[config.mk]
export PLATFORM = sky130hd
export DESIGN_NAME = stress_meas_seq
export DESIGN_NICKNAME = d
export VERILOG_FILES = /design/src/rtl/smseq_pkg.sv /design/src/rtl/smseq_span_timer.sv /design/src/rtl/smseq_lim_clamp.sv /design/src/rtl/smseq_ctl_enc.sv /design/src/rtl/stress_meas_seq.sv
export SDC_FILE = /design/constraint.sdc
export NUM_CORES = 1
export LEC_CHECK = 0
export BUFFER_PORTS_ARGS = -buffer_cell sky130_fd_sc_hd__buf_4
export CAP_MARGIN = 20
export CORE_MARGIN = 4
export CORE_UTILIZATION = 35
export DETAILED_ROUTE_END_ITERATION = 7
export HOLD_SLACK_MARGIN = 0.03
export PLACE_DENSITY_LB_ADDON = 0.1
export SLEW_MARGIN = 5
export SYNTH_ARGS = -nofsm -noshare
export SYNTH_HDL_FRONTEND = slang
export SYNTH_HIERARCHICAL = 1
export SYNTH_SLANG_ARGS = --single-unit
[constraint.sdc]
create_clock -name clk -period 4.8 [get_ports clk]
set_input_delay 0.96 -clock clk [delete_from_list [all_inputs] [get_ports clk]]
set_output_delay 0.96 -clock clk [all_outputs]
set_load 0.05 [all_outputs]
[src/rtl/smseq_pkg.sv]
`timescale 1ns/1ps
package smseq_pkg;

    typedef enum logic [1:0] {
        MODE_DC_HOLD = 2'b00,
        MODE_DC_TGL  = 2'b01,
        MODE_AC      = 2'b10,
        MODE_RSVD    = 2'b11
    } stress_mode_e;

    typedef enum logic {
        PH_STRESS = 1'b0,
        PH_MEAS   = 1'b1
    } phase_e;

    typedef struct packed {
        logic stress;
        logic ac;
        logic tgl;
    } osc_ctl_t;

endpackage

[src/rtl/smseq_span_timer.sv]
`timescale 1ns/1ps
// Counts consecutive active cycles; flags the cycle that completes the span.
module smseq_span_timer #(
    parameter int W = 8
) (
    input  logic         clk,
    input  logic         rst_n,
    input  logic         active,
    input  logic [W-1:0] limit,
    output logic         last
);
    logic [W-1:0] cnt_d, cnt_q;
    logic [W:0]   nxt;

    always_comb begin
        nxt   = {1'b0, cnt_q} + {{W{1'b0}}, 1'b1};
        last  = active && (nxt >= {1'b0, limit});
        cnt_d = cnt_q;
        if (!active) begin
            cnt_d = '0;
        end else if (!last) begin
            cnt_d = nxt[W-1:0];
        end
    end

    always_ff @(posedge clk) begin
        if (!rst_n) begin
            cnt_q <= '0;
        end else begin
            cnt_q <= cnt_d;
        end
    end
endmodule

[src/rtl/smseq_lim_clamp.sv]
`timescale 1ns/1ps
// Clamps the configured window length to the build-time cap.
module smseq_lim_clamp #(
    parameter int W   = 8,
    parameter int CAP = 100
) (
    input  logic [W-1:0] cfg,
    output logic [W-1:0] lim
);
    localparam logic [W-1:0] CAP_V = W'(CAP);

    always_comb begin
        lim = (cfg > CAP_V) ? CAP_V : cfg;
    end
endmodule

[src/rtl/smseq_ctl_enc.sv]
`timescale 1ns/1ps
// Decodes phase and stress style into the oscillator control lines.
module smseq_ctl_enc
    import smseq_pkg::*;
(
    input  phase_e       phase,
    input  stress_mode_e mode,
    output osc_ctl_t     ctl,
    output logic         cnt_en
);
    always_comb begin
        cnt_en = (phase == PH_MEAS);
        ctl    = '{stress: 1'b0, ac: 1'b0, tgl: 1'b0};
        if (phase == PH_STRESS) begin
            unique case (mode)
                MODE_DC_TGL: ctl = '{stress: 1'b1, ac: 1'b0, tgl: 1'b1};
                MODE_AC:     ctl = '{stress: 1'b1, ac: 1'b1, tgl: 1'b0};
                default:     ctl = '{stress: 1'b1, ac: 1'b0, tgl: 1'b0};
            endcase
        end
    end
endmodule

[src/rtl/stress_meas_seq.sv]
`timescale 1ns/1ps
module stress_meas_seq
    import smseq_pkg::*;
#(
    parameter int SLEN_W   = 16,
    parameter int MLEN_W   = 8,
    parameter int CNT_W    = 16,
    parameter int MEAS_CAP = 100
) (
    input  logic              clk,
    input  logic              rst_n,
    input  logic [1:0]        cfg_mode,
    input  logic [SLEN_W-1:0] cfg_stress_len,
    input  logic [MLEN_W-1:0] cfg_meas_len,
    input  logic              meas_req,
    input  logic              result_valid,
    output logic              osc_stress,
    output logic              osc_ac,
    output logic              osc_tgl,
    output logic              cnt_en,
    output logic              win_done,
    output logic [CNT_W-1:0]  win_count
);
    typedef struct packed {
        phase_e            phase;
        stress_mode_e      mode;
        logic              done;
        logic [CNT_W-1:0]  cnt;
    } seq_t;

    seq_t s_d, s_q;

    logic              stress_last;
    logic              meas_last;
    logic [MLEN_W-1:0] meas_lim;
    osc_ctl_t          ctl;

    smseq_lim_clamp #(.W(MLEN_W), .CAP(MEAS_CAP)) u_clamp (
        .cfg (cfg_meas_len),
        .lim (meas_lim)
    );

    smseq_span_timer #(.W(SLEN_W)) u_stress_tmr (
        .clk    (clk),
        .rst_n  (rst_n),
        .active (s_q.phase == PH_STRESS),
        .limit  (cfg_stress_len),
        .last   (stress_last)
    );

    smseq_span_timer #(.W(MLEN_W)) u_meas_tmr (
        .clk    (clk),
        .rst_n  (rst_n),
        .active (s_q.phase == PH_MEAS),
        .limit  (meas_lim),
        .last   (meas_last)
    );

    always_comb begin
        s_d      = s_q;
        s_d.done = 1'b0;
        unique case (s_q.phase)
            PH_STRESS: begin
                s_d.mode = stress_mode_e'(cfg_mode);
                if (meas_req || stress_last) begin
                    s_d.phase = PH_MEAS;
                end
            end
            PH_MEAS: begin
                if (result_valid || meas_last) begin
                    s_d.phase = PH_STRESS;
                    s_d.mode  = stress_mode_e'(cfg_mode);
                    s_d.done  = 1'b1;
                    s_d.cnt   = s_q.cnt + {{(CNT_W-1){1'b0}}, 1'b1};
                end
            end
            default: s_d.phase = PH_STRESS;
        endcase
    end

    always_ff @(posedge clk) begin
        if (!rst_n) begin
            s_q <= '{phase: PH_STRESS, mode: MODE_DC_HOLD, done: 1'b0, cnt: '0};
        end else begin
            s_q <= s_d;
        end
    end

    smseq_ctl_enc u_enc (
        .phase  (s_q.phase),
        .mode   (s_q.mode),
        .ctl    (ctl),
        .cnt_en (cnt_en)
    );

    assign osc_stress = ctl.stress;
    assign osc_ac     = ctl.ac;
    assign osc_tgl    = ctl.tgl;
    assign win_done   = s_q.done;
    assign win_count  = s_q.cnt;
endmodule

==> After elaboration in Yosys (flattened, before gate mapping) <==
Index checks and enable logic that the tools add are counted.
{ "word_totals": {"register_bits": 44, "out_inout_bits": 21} }
{ "classes": {"add_sub_neg": 3, "n_lt_le_gt_ge": 3, "eq_ne": 3, "muxes": 6, "bitwise_logic": 2, "n_reduce_logical": 7} }
{ "ops": {"columns": ["operator", "count"], "rows": [
  ["20-bit 2-to-1 mux", 1],
  ["16-bit by 1-bit adder with 17-bit output, second input constant", 1],
  ["17-bit by 16-bit >= comparator with 1-bit output", 1],
  ["16-bit by 1-bit adder with 16-bit output, second input constant", 1],
  ["8-bit by 1-bit adder with 9-bit output, second input constant", 1],
  ["9-bit by 8-bit >= comparator with 1-bit output", 1],
  ["8-bit by 7-bit greater-than comparator with 1-bit output, second input constant", 1],
  ["8-bit 2-to-1 mux", 1],
  ["3-bit one-hot mux with 2 select lines", 1],
  ["2-bit one-hot mux with 2 select lines", 1],
  ["2-bit AND reduction", 2],
  ["3-bit 2-to-1 mux", 1],
  ["2-bit by 1-bit equality test with 1-bit output, second input constant", 1],
  ["2-bit equality test, second input constant", 1],
  ["1-bit logical AND", 2],
  ["1-bit logical OR", 2],
  ["2-bit by 1-bit != test with 1-bit output, second input constant", 1],
  ["1-bit inverter", 2],
  ["2-bit OR reduction", 1],
  ["1-bit 2-to-1 mux", 1]
]} }

==> Depth between registers and ports, before layout <==
Gate-level depths: netlist (run 1).
{ "logic_depth": {"ltp_word": 7, "mapped_depth": 15} }

==> By module <==
The synthesis (run 1) kept the hierarchy.
{ "modules_own_cells": {"columns": ["mod", "n_inst", "cells_each", "area_each_um2", "seq_area_each_um2"], "rows": [
  ["smseq_span_timer (u_stress_tmr)", 1, 169, 1345.0, 320.3],
  ["stress_meas_seq", 1, 111, 1051.0, 400.4],
  ["smseq_span_timer (u_meas_tmr)", 1, 78, 658.1, 160.2],
  ["smseq_lim_clamp", 1, 13, 82.6, 0.0],
  ["smseq_ctl_enc", 1, 4, 26.3, 0.0]
]} }

==> Least setup slack after synthesis (run 1) <==
Ideal clock, no wire load.
{ "synth_path": {"kind": "input to register", "startpoint": "input port cfg_meas_len[4]", "endpoint": "register s_q (netlist bit win_count[13])", "setup_ns": 0.072, "arrival_time_ns": 3.547, "setup_slack_ns": 1.181, "stages": 12, "path_buffers": 1, "path_cell_list": "o311a_1 > nor3b_1 > inv_1 > ha_1 > nand3_1 > a211oi_2 > clkbuf_1 > o21a_1 > o2111ai_4 > or2_1 > nor4_2 > mux2i_1"} }
{ "synth_via": {"elab_chain_cells": 6} }
{ "synth_rtl": {"columns": ["item", "line", "source"], "rows": [
  ["start: declaration", "stress_meas_seq.sv:14", "input logic [MLEN_W-1:0] cfg_meas_len,"],
  ["8-bit by 7-bit greater-than comparator with 1-bit output", "smseq_lim_clamp.sv:13", "lim = (cfg > CAP_V) ? CAP_V : cfg;"],
  ["8-bit 2-to-1 mux", "smseq_lim_clamp.sv:13", null],
  ["net meas_lim[1]", "stress_meas_seq.sv:35", "logic [MLEN_W-1:0] meas_lim;"],
  ["9-bit by 8-bit >= comparator with 1-bit output", "smseq_span_timer.sv:17", "last = active && (nxt >= {1'b0, limit});"],
  ["1-bit logical AND", "smseq_span_timer.sv:17", null],
  ["net meas_last", "stress_meas_seq.sv:34", "logic meas_last;"],
  ["1-bit logical OR", "stress_meas_seq.sv:70", "if (result_valid || meas_last) begin"],
  ["2-bit AND reduction (no source line)", null, null],
  ["end signal: assignment", "stress_meas_seq.sv:83", "s_q <= '{phase: PH_STRESS, mode: MODE_DC_HOLD, done: 1'b0, cnt: '0};"],
  ["end: declaration", "stress_meas_seq.sv:31", "seq_t s_d, s_q;"]
]} }
The timed path passes the listed nets, and every way through them passes these cells.
A chain may end at the register's enable or synchronous reset.

==> Worst setup path after layout (run 1) <==
{ "layout_path": {"startpoint": "register u_meas_tmr.cnt_q[0]", "endpoint": "register s_q (netlist bit win_count[15])"} }
{ "layout_via": {"elab_chain_cells": 5} }
{ "layout_rtl": {"columns": ["item", "line", "source"], "rows": [
  ["start: declaration", "smseq_span_timer.sv:12", "logic [W-1:0] cnt_d, cnt_q;"],
  ["start signal: assignment", "smseq_span_timer.sv:30", "cnt_q <= cnt_d;"],
  ["8-bit by 1-bit adder with 9-bit output", "smseq_span_timer.sv:16", "nxt = {1'b0, cnt_q} + {{W{1'b0}}, 1'b1};"],
  ["net u_meas_tmr.nxt[6]", "smseq_span_timer.sv:13", "logic [W:0] nxt;"],
  ["9-bit by 8-bit >= comparator with 1-bit output", "smseq_span_timer.sv:17", null],
  ["1-bit logical AND", "smseq_span_timer.sv:17", null],
  ["net meas_last", "stress_meas_seq.sv:34", null],
  ["1-bit logical OR", "stress_meas_seq.sv:70", null],
  ["2-bit AND reduction (no source line)", null, null]
]} }
The timed path passes the listed nets, and every way through them passes these cells.

==> impl_results.md, run 1 <==
- Most frequent cell after synthesis: dfxtp_1
- Die Span Y: 103 um
- Routability cong.: 0.732
- # diodes: 0
- CP max FO: 17
- Clock-pin slew on the worst setup and hold paths: 0.09 ns
- GR Util All Layers: 0.128
- Synthesized cell area: 3160 sq um
- Distinct cells, synth: 56
- Clock root buffer: clkbuf_8
- Max-slew violations: 0
- CP Data Required Time: 5.03 ns
- Largest net degree at the start of global routing: 33
- Worst reg-to-reg setup slack: 1.31 ns
- Hold crit path type: reg2reg
- First-pass GRT wire length: 11.0 mm
- Fmax: 287 MHz
- Crit start category: flip-flop
- Grt ovf: 0
- Die Wd: 103 um
- Main synth FF type: dfxtp_1
- Peak VDD IR: 0.102 mV
- RSZ-0062 raised after global routing: false
- Number of buffers added on ports: 50
- Syn Nets: 432
- Synthesized flop and latch total: 44
- Async set-reset flop share out of synthesis: 0
- Power Total: 0.000754 W
- Gate Count Post-Synth: 375
- Dominant cell type by area after synthesis: dfxtp_1
- Setup Buffers After CTS: 0
- Area contributors post-synth: dfxtp_1 28%, ha_1 11%, xnor2_1 7.2%
- Setup TNS: 0 ns
- Bufs and invs on worst path: 0
- Max_slew headroom: 0.601
- Placed instance area: 3490 sq um
- # hold bufs at CTS: 0
- CTS tree: yes
- FP Rows: 34
- Deepest clock path buffer count: 2
- Drt pass-1 iters: 4
- Status: completed
- EDFF count, synth: 0
- Core Area: 8760 sq um
- Clock sinks: 44
- LEAKAGE: 1.44 nW
- Final setup violation count: 0
- Tmin final: 3.49 ns
- WS Path Type: reg2reg
- Clk_lat worst skew: 0.30 ns
- CP delay by family, top: compound AO/OA/AOI/OAI gates
- Routed wire length: 6.51 mm
- Die area: 10600 sq um
- Critical path arrival: 3.72 ns
- PostCTS Resize Cnt: 0
- Final ANT Viol Nets: 0
- Slowest cell on crit path: o21ai_2
- Slew @ Worst Pin: 0.592 ns
- Max-Cap Viols: 0
- Vias after detailed routing: 2579
- Vias per cell: 5.00
- CP max stage delay: 0.49 ns
- Share of the synthesized area in the top cell type: 0.278
- Layout overhead on the synthesized area: 14.0%
- Number of global-route vias before repair: 2413
- DRC violations left: 0
- Layout cells sized above 1: 0.199
- Tcrit/Tclk final: 0.727
- Syn Area/Cell: 8.43 sq um
- Initial antenna violation count: 0
- Post-DR wirelength/cell: 12.6 um
- Hpwl dp: 4.95 mm
- Final hold vios: 0
- First DRT Iteration DRCs: 77
- Cts bufs inserted: 5
- Final Instance Area: 3600 sq um
- Synth top cells by count: 44 x dfxtp_1, 34 x a21oi_1, 34 x inv_1, 27 x ha_1, 26 x xnor2_1
- Setup Skew: 0.00665 ns
- CP Cell Sequence: ha_1 -> and3_1 -> nand2_1 -> xnor2_1 -> ha_1 -> o21a_1 -> o21ai_1 -> o21ai_2 -> o21a_1 -> o2111ai_4 -> or2_1 -> nor4_2 -> mux2i_1
- Number of H-tree levels: 2
- IO Pins: 51
- CP Capture Type: flip-flop
- Yosys warning total: 6
- Fin nets: 464
- Starting Density: 0.361
- PD cells: 209 nW/um^2
- Post-synthesis sequential area ratio: 0.278
stage by stage:
stage	util	std cells	setup slack [ns]	hold slack, ns
2_1_floorplan	-	375	1.18	0.443
3_3_place_gp	0.399	508	1.15	0.484
3_5_place_dp	0.399	508	1.09	0.487
4_1_cts	0.411	516	1.27	0.502
5_1_grt	0.411	516	0.967	0.533
6_report	0.411	516	1.31	0.498
worst paths after layout:
check | startpoint | to | cells after the start
hold / removal | win_count[15]$_SDFFE_PN0P_ | win_count[15]$_SDFFE_PN0P_ | 2
hold reg to reg | win_count[15]$_SDFFE_PN0P_ | win_count[15]$_SDFFE_PN0P_ | 2
setup reg to reg | u_meas_tmr/cnt_q[0]$_SDFFE_PN0N_ | win_count[15]$_SDFFE_PN0P_ | 13
setup / recovery | u_meas_tmr/cnt_q[0]$_SDFFE_PN0N_ | win_count[15]$_SDFFE_PN0P_ | 13
worst reg2reg max path: cells and delay by family, from the launching register on:
family,cells,cell delay [ns]
AO/OA/AOI/OAI,5,1.27
XOR/XNOR,1,0.14
adder cells (fa/ha/maj),2,0.56
flip-flops,1,0.44
multiplexers,1,0.20
AND/OR/NAND/NOR,4,0.81
cells in the final DEF (no fill, tap or decap), types with 4 or more instances in the layout:
cell	synthesis	routed
dfxtp_1	44	44
nor3_1	6	6
xor2_1	5	5
inv_1	34	34
nand2b_1	4	4
nor2_1	20	20
buf_4	18	52
xnor2_1	26	26
o21a_1	4	4
nor4_2	4	4
o31ai_1	7	7
nand2_1	19	19
nand3_1	14	14
nand4_1	5	5
o21ai_0	19	19
or4_1	8	8
a21oi_1	34	34
and2_1	4	4
ha_1	27	27
nor3b_1	4	4
or3_1	17	17
mux2i_1	5	5
clkbuf_8	0	5
registers in the layout, indices dropped and copies added, names as in the netlist:
name and count:
u_stress_tmr/cnt_q 16, u_meas_tmr/cnt_q 8, s_q 3, win_count 16
win_done 1
layer usage:
layer / up-vias / routed length (um) / GRT usage
met5: - / 0 / 0
met4: 0 / 39 / 0.0269
met3: 4 / 283 / 0.0284
met2: 38 / 2910 / 0.198
met1: 1171 / 3280 / 0.183
li1: 1366 / - / -
report_power, final:
group	leakage [nW]	internal [W]	switching, W
Clock	0.0541	0.000154	0.000134
Combinational	1.03	0.0000393	0.0000481
Sequential	0.356	0.000370	0.00000874
layout make-up:
| type | count | area, sq um |
|---|---|---|
| clock inverters | 3 | 42.5 |
| clock buffers | 5 | 68.8 |
| fillers | 915 | 5160 |
| flip-flops and latches | 44 | 881 |
| repair buffers | 52 | 390 |
| well taps | 108 | 135 |
| inverters | 35 | 131 |
| multi-input cells | 269 | 1960 |
kinds of logic (layout without fill, tap and decap cells):
group                    after synthesis  in the layout  share of synthesized area
adder cells (fa/ha/maj)               27             27                      0.107
AND/OR/NAND/NOR                      125            125                      0.241
XOR/XNOR                              31             31                     0.0858
multiplexers                           5              5                     0.0158
buffers and inverters                 62             95                      0.103
other                                  1              1                    0.00119
flip-flops                            44             44                      0.278
AO/OA/AOI/OAI                         80             80                      0.168
Note: power is estimated with default switching activity, not from simulation.
==> run 2: changes to the inputs <==
==> constraint.sdc (replaced) <==
create_clock -name clk -period 2.9 [get_ports clk]
set_input_delay 0.58 -clock clk [delete_from_list [all_inputs] [get_ports clk]]
set_output_delay 0.58 -clock clk [all_outputs]
set_load 0.05 [all_outputs]
==> run 2 against run 1 <==
Net effect: the run now ends with negative setup slack left; cell count rose by 9.9%; routed wire length rose by 14%; die area did not move; core utilization rose by 7.9 points; flip-flop and latch count did not move; power rose by 71%; largest cell class unchanged; largest power group unchanged.
==> impl_results.md, run 2 (synthesis gave the netlist of run 1 again) <==
- Status: finished, violations left
- Violated checks: negative setup slack
- Fin nets: 515
- Final setup violation count: 17
- Routed wire length: 7.44 mm
- Final hold vios: 0
- Die Wd: 103 um
- Clock sinks: 44
- IO Pins: 51
- Power Total: 0.00129 W
- Clock-pin slew on the worst setup and hold paths: 0.09 ns
- Die Span Y: 103 um
- Post-DR wirelength/cell: 13.1 um
- Placed instance area: 3820 sq um
- # diodes: 0
- Starting Density: 0.361
- Tmin final: 3.06 ns
- Max-slew violations: 0
- Crit start category: flip-flop
- Max-Cap Viols: 0
- Clock root buffer: clkbuf_8
- FP Rows: 34
- Number of buffers added on ports: 50
- Clk_lat worst skew: 0.30 ns
- Peak VDD IR: 0.186 mV
- First DRT Iteration DRCs: 63
- Largest net degree at the start of global routing: 18
- Number of H-tree levels: 2
- WS Path Type: reg2reg
- Initial antenna violation count: 0
- Most frequent cells in the layout: 97 x buf_4, 36 x dfxtp_1, 34 x inv_1, 28 x a21oi_1
- Deepest clock path buffer count: 2
- Hpwl dp: 5.44 mm
- Core Area: 8760 sq um
- CTS tree: yes
- Layout overhead on the synthesized area: 35.8%
- DRC violations left: 0
- Setup Skew: 0.00843 ns
- GR Util All Layers: 0.141
- Final Instance Area: 4300 sq um
- RSZ-0062 raised after global routing: true
- Vias after detailed routing: 2824
- # hold bufs at CTS: 0
- Final ANT Viol Nets: 0
- Routability cong.: 0.727
- Die area: 10600 sq um
- Commonest non-fill, non-tap cell in the layout: buf_4
- Drt pass-1 iters: 4
- Min setup slack post-route: -0.160 ns
- Slew @ Worst Pin: 0.594 ns
- First-pass GRT wire length: 12.0 mm
- Tcrit/Tclk final: 1.06
- Cts bufs inserted: 5
- Number of fill cells: 876
- Grt ovf: 0
- Max_slew headroom: 0.603
- PD cells: 299 nW/um^2
- CP Capture Type: flip-flop
- Number of global-route vias before repair: 2616
- CP Data Required Time: 3.10 ns
- CP max FO: 8
- LEAKAGE: 1.82 nW
- Critical path arrival: 3.26 ns
- Hold crit path type: reg2reg
- Vias per cell: 4.98
- Layout cells sized above 1: 0.375
- Fmax: 327 MHz
[run 2: repair_timing]
action / in CTS / in global routing
pin swaps: 7 / 24
resized for setup: 12 / 46
buffers inserted: 2 / 6
endpoints found under the setup margin: 22 / 40
gates cloned: 2 / 1
[run 2: cell type report]
class | count | area (sq um) | share of cell area
multi-input cells | 269 | 2200 | 0.511
flip-flops and latches | 44 | 901 | 0.210
repair buffers | 103 | 818 | 0.191
well taps | 108 | 135 | 0.0315
inverters | 35 | 131 | 0.0306
clock buffers | 5 | 68.8 | 0.0160
clock inverters | 3 | 45.0 | 0.0105
[run 2: layer usage]
layer	share of wire	routed length [um]	GRT usage
met3	0.045	338	0.0304
met5	0	0	0
met2	0.47	3530	0.233
met4	0.0065	48	0.0299
met1	0.47	3530	0.188
[run 2: final timing paths]
kind	startpoint	to	slack [ns]	cells past startpoint
max	u_stress_tmr/cnt_q[1]$_SDFFE_PN0N_	u_stress_tmr/cnt_q[2]$_SDFFE_PN0N_	-0.16	12
min	win_count[15]$_SDFFE_PN0P_	win_count[15]$_SDFFE_PN0P_	0.48	2
max reg2reg	u_stress_tmr/cnt_q[1]$_SDFFE_PN0N_	u_stress_tmr/cnt_q[2]$_SDFFE_PN0N_	-0.16	12
min reg2reg	win_count[15]$_SDFFE_PN0P_	win_count[15]$_SDFFE_PN0P_	0.48	2
[run 2: report_power, final]
group          total [W]  leakage (nW)  switching, W  internal (W)
combinational   0.000169          1.40     0.0000879     0.0000811
sequential      0.000625         0.361     0.0000135      0.000611
clock           0.000493        0.0591      0.000232      0.000261
total            0.00129          1.82      0.000333      0.000953
[run 2: critical path, stage by stage, from the launching register on]
cell      delay, ns
dfxtp_4        0.37
ha_4           0.13
nand4_1        0.14
or2_1          0.29
or3_4          0.34
xnor2_1        0.13
ha_1           0.31
nand4_1        0.12
or4_4          0.46
o211ai_4       0.28
buf_6          0.18
nor4_1         0.05
o21bai_1       0.17
[run 2: per-stage QoR]
| step | TNS, ns | setup slack (ns) | std cells | hold WS (ns) | utilization |
|---|---|---|---|---|---|
| after floorplan | -0.436 | -0.150 | 375 | 0.443 | - |
| after global placement | -3.30 | -0.170 | 548 | 0.460 | 0.436 |
| after detailed placement | -5.56 | -0.275 | 548 | 0.464 | 0.436 |
| after CTS | -1.65 | -0.124 | 560 | 0.485 | 0.460 |
| after global routing | -5.06 | -0.321 | 567 | 0.491 | 0.490 |
| final | -2.21 | -0.160 | 567 | 0.479 | 0.490 |
==> run 3: changes to the inputs <==
--- a/config.mk
+++ b/config.mk
@@ -7,11 +7,14 @@
 export LEC_CHECK = 0
 export BUFFER_PORTS_ARGS = -buffer_cell sky130_fd_sc_hd__buf_4
 export CAP_MARGIN = 20
+export CELL_PAD_IN_SITES_DETAIL_PLACEMENT = 1
+export CELL_PAD_IN_SITES_GLOBAL_PLACEMENT = 1
 export CORE_MARGIN = 4
 export CORE_UTILIZATION = 35
 export DETAILED_ROUTE_END_ITERATION = 7
-export HOLD_SLACK_MARGIN = 0.03
+export HOLD_SLACK_MARGIN = 0.15
 export PLACE_DENSITY_LB_ADDON = 0.1
+export SKIP_CTS_REPAIR_TIMING = 1
 export SLEW_MARGIN = 5
 export SYNTH_ARGS = -nofsm -noshare
 export SYNTH_HDL_FRONTEND = slang
==> run 3 against run 2 <==
Net effect: setup slack got worse by 0.045 ns; clock power decreased by 21%; first-iteration DRC count decreased by 48%; die area unchanged; the run still ends with negative setup slack left; clock skew increased by 0.0059 ns; largest power group unchanged; critical path depth increased by 1; global-route usage increased by 1.1 points; non-clock buffer count decreased by 7.
==> impl_results.md, run 3 (synthesis gave the netlist of run 1 again) <==
- Status: finished, violations left
- Violated checks: negative setup slack
- Die Span Y: 103 um
- Met3 wire length: 298 um
- Core Area: 8760 sq um
- LEAKAGE: 1.71 nW
- CP Cell Sequence: ha_4 -> nand4_1 -> or2_1 -> or3_4 -> xnor2_1 -> ha_1 -> a21oi_2 -> o21a_1 -> a2bb2oi_2 -> o211ai_2 -> buf_12 -> or4_1 -> a21oi_2
- Tcrit/Tclk final: 1.07
- Register Area: 895 sq um
- Slowest cell on crit path: or4_1
- Net switching power: 0.000322 W
- Vias after detailed routing: 2858
- Final ANT Viol Nets: 0
- Peak VDD IR: 0.215 mV
- First-pass GRT wire length: 13.0 mm
- Final Instance Area: 4090 sq um
- Crit start category: flip-flop
- Critical path arrival: 3.34 ns
- CTS tree: yes
- Fin nets: 509
- RSZ-0062 raised after global routing: true
- Final hold vios: 0
- GR Util All Layers: 0.151
- # diodes: 0
- Sequential share of power: 0.530
- Grt ovf: 0
- Cts bufs inserted: 5
- Max-slew violations: 0
- Layout cells sized above 1: 0.333
- Clock-pin slew on the worst setup and hold paths: 0.09 ns
- Number of buffers added on ports: 50
- First DRT Iteration DRCs: 33
- Max layer used: met4
- Clk_lat worst skew: 0.30 ns
- Most frequent cells in the layout: 95 x buf_4, 37 x dfxtp_1, 34 x inv_1, 31 x a21oi_1, 25 x ha_1
- Initial antenna violation count: 0
- Bufs and invs on worst path: 1
- Routed wire length: 7.91 mm
- CP max stage delay: 0.44 ns
- Layout overhead on the synthesized area: 29.2%
- Placed instance area: 3860 sq um
- Die area: 10600 sq um
- Largest net degree at the start of global routing: 33
- Pre-CTS setup slack: -0.238 ns
- Starting Density: 0.361
- IO Pins: 51
- Max_slew headroom: 0.546
- Slew @ Worst Pin: 0.680 ns
- Drt pass-1 iters: 4
- WS Path Type: reg2reg
- CP Data Required Time: 3.13 ns
- FP Rows: 34
- Min setup slack post-route: -0.205 ns
- Vias per cell: 5.09
- Clock root buffer: clkbuf_8
- Metal2 WL: 3.90 mm
- CP Capture Type: flip-flop
- Max-Cap Viols: 0
- Most common cell type on the critical path: a21oi_2
- Final setup violation count: 17
- Setup Skew: 0.0143 ns
- CP delay by family, top: simple AND/OR/NAND/NOR gates
- Deepest clock path buffer count: 2
- Number of H-tree levels: 2
- Die Wd: 103 um
- Setup TNS: -2.01 ns
- Power Internal: 0.000861 W
- Net Sw Frac: 0.272
- Fmax: 322 MHz
- Hold crit path type: reg2reg
- Post-DR wirelength/cell: 14.1 um
- Hpwl dp: 6.04 mm
- PD cells: 290 nW/um^2
- Clock sinks: 44
- Commonest non-fill, non-tap cell in the layout: buf_4
- CP max FO: 32
- Clock Power Share: 0.328
- Routability cong.: 0.779
- Number of fill cells: 1063
- DRC violations left: 0
- Tmin final: 3.10 ns
- Number of global-route vias before repair: 2924
- Area of the multi-input gates: 2110 sq um
- Comb power frac: 0.142
- M1 wire length: 3.64 mm
[run 3: changes by cell type in the layout (fill, tap and decap cells not counted), sizes merged]
cell      delta
clkinvlp     +1
buf          -6
clkinv       +1
o211ai       +1
bufinv       -1
inv          -2
[run 3: layout make-up]
cell class / instances / area share
repair buffers: 96 / 0.179
well taps: 108 / 0.0331
multi-input cells: 270 / 0.516
clock buffers: 6 / 0.0178
inverters: 35 / 0.0321
flip-flops and latches: 44 / 0.219
clock inverters: 2 / 0.00306
[run 3: power by group through the flow]
stage / Sequential (W) / Clock (W) / Combinational [W]
finish: 0.000627 / 0.000388 / 0.000168
detailed placement: 0.000641 / 0 / 0.000168
floorplan: 0.000640 / 0 / 0.0000907
CTS: 0.000627 / 0.000409 / 0.000169
global route: 0.000630 / 0.000431 / 0.000189
global placement: 0.000640 / 0 / 0.000163
[run 3: path summary, 6_finish.rpt]
| kind | startpoint | slack, ns | depth (start not counted) | endpoint |
|---|---|---|---|---|
| max | u_stress_tmr/cnt_q[1]$_SDFFE_PN0N_ | -0.20 | 13 | u_stress_tmr/cnt_q[9]$_SDFFE_PN0N_ |
| min | win_count[15]$_SDFFE_PN0P_ | 0.48 | 2 | win_count[15]$_SDFFE_PN0P_ |
| max reg2reg | u_stress_tmr/cnt_q[1]$_SDFFE_PN0N_ | -0.20 | 13 | u_stress_tmr/cnt_q[9]$_SDFFE_PN0N_ |
| min reg2reg | win_count[15]$_SDFFE_PN0P_ | 0.48 | 2 | win_count[15]$_SDFFE_PN0P_ |
[run 3: routing by layer]
metal,vias up,track usage
met5,-,0
met2,40,0.265
met1,1355,0.192
li1,1457,-
met3,6,0.0250
met4,0,0.0378
[run 3: per-stage QoR]
| stage | cells | utilization | hold WS (ns) | total power (W) |
|---|---|---|---|---|
| floorplan | 375 | - | 0.443 | 0.000730 |
| global placement | 551 | 0.440 | 0.457 | 0.000804 |
| detailed placement | 551 | 0.440 | 0.477 | 0.000809 |
| CTS | 559 | 0.450 | 0.496 | 0.00120 |
| global route | 561 | 0.466 | 0.519 | 0.00125 |
| finish | 561 | 0.466 | 0.482 | 0.00118 |
[run 3: worst register-to-register path, cell delays in order, from the launching register on]
cell and delay, ns:
dfxtp_2 0.37, ha_4 0.14, nand4_1 0.15, or2_1 0.28, or3_4 0.34, xnor2_1 0.17, ha_1 0.28, a21oi_2 0.14
o21a_1 0.13, a2bb2oi_2 0.14, o211ai_2 0.12, buf_12 0.19, or4_1 0.44, a21oi_2 0.15
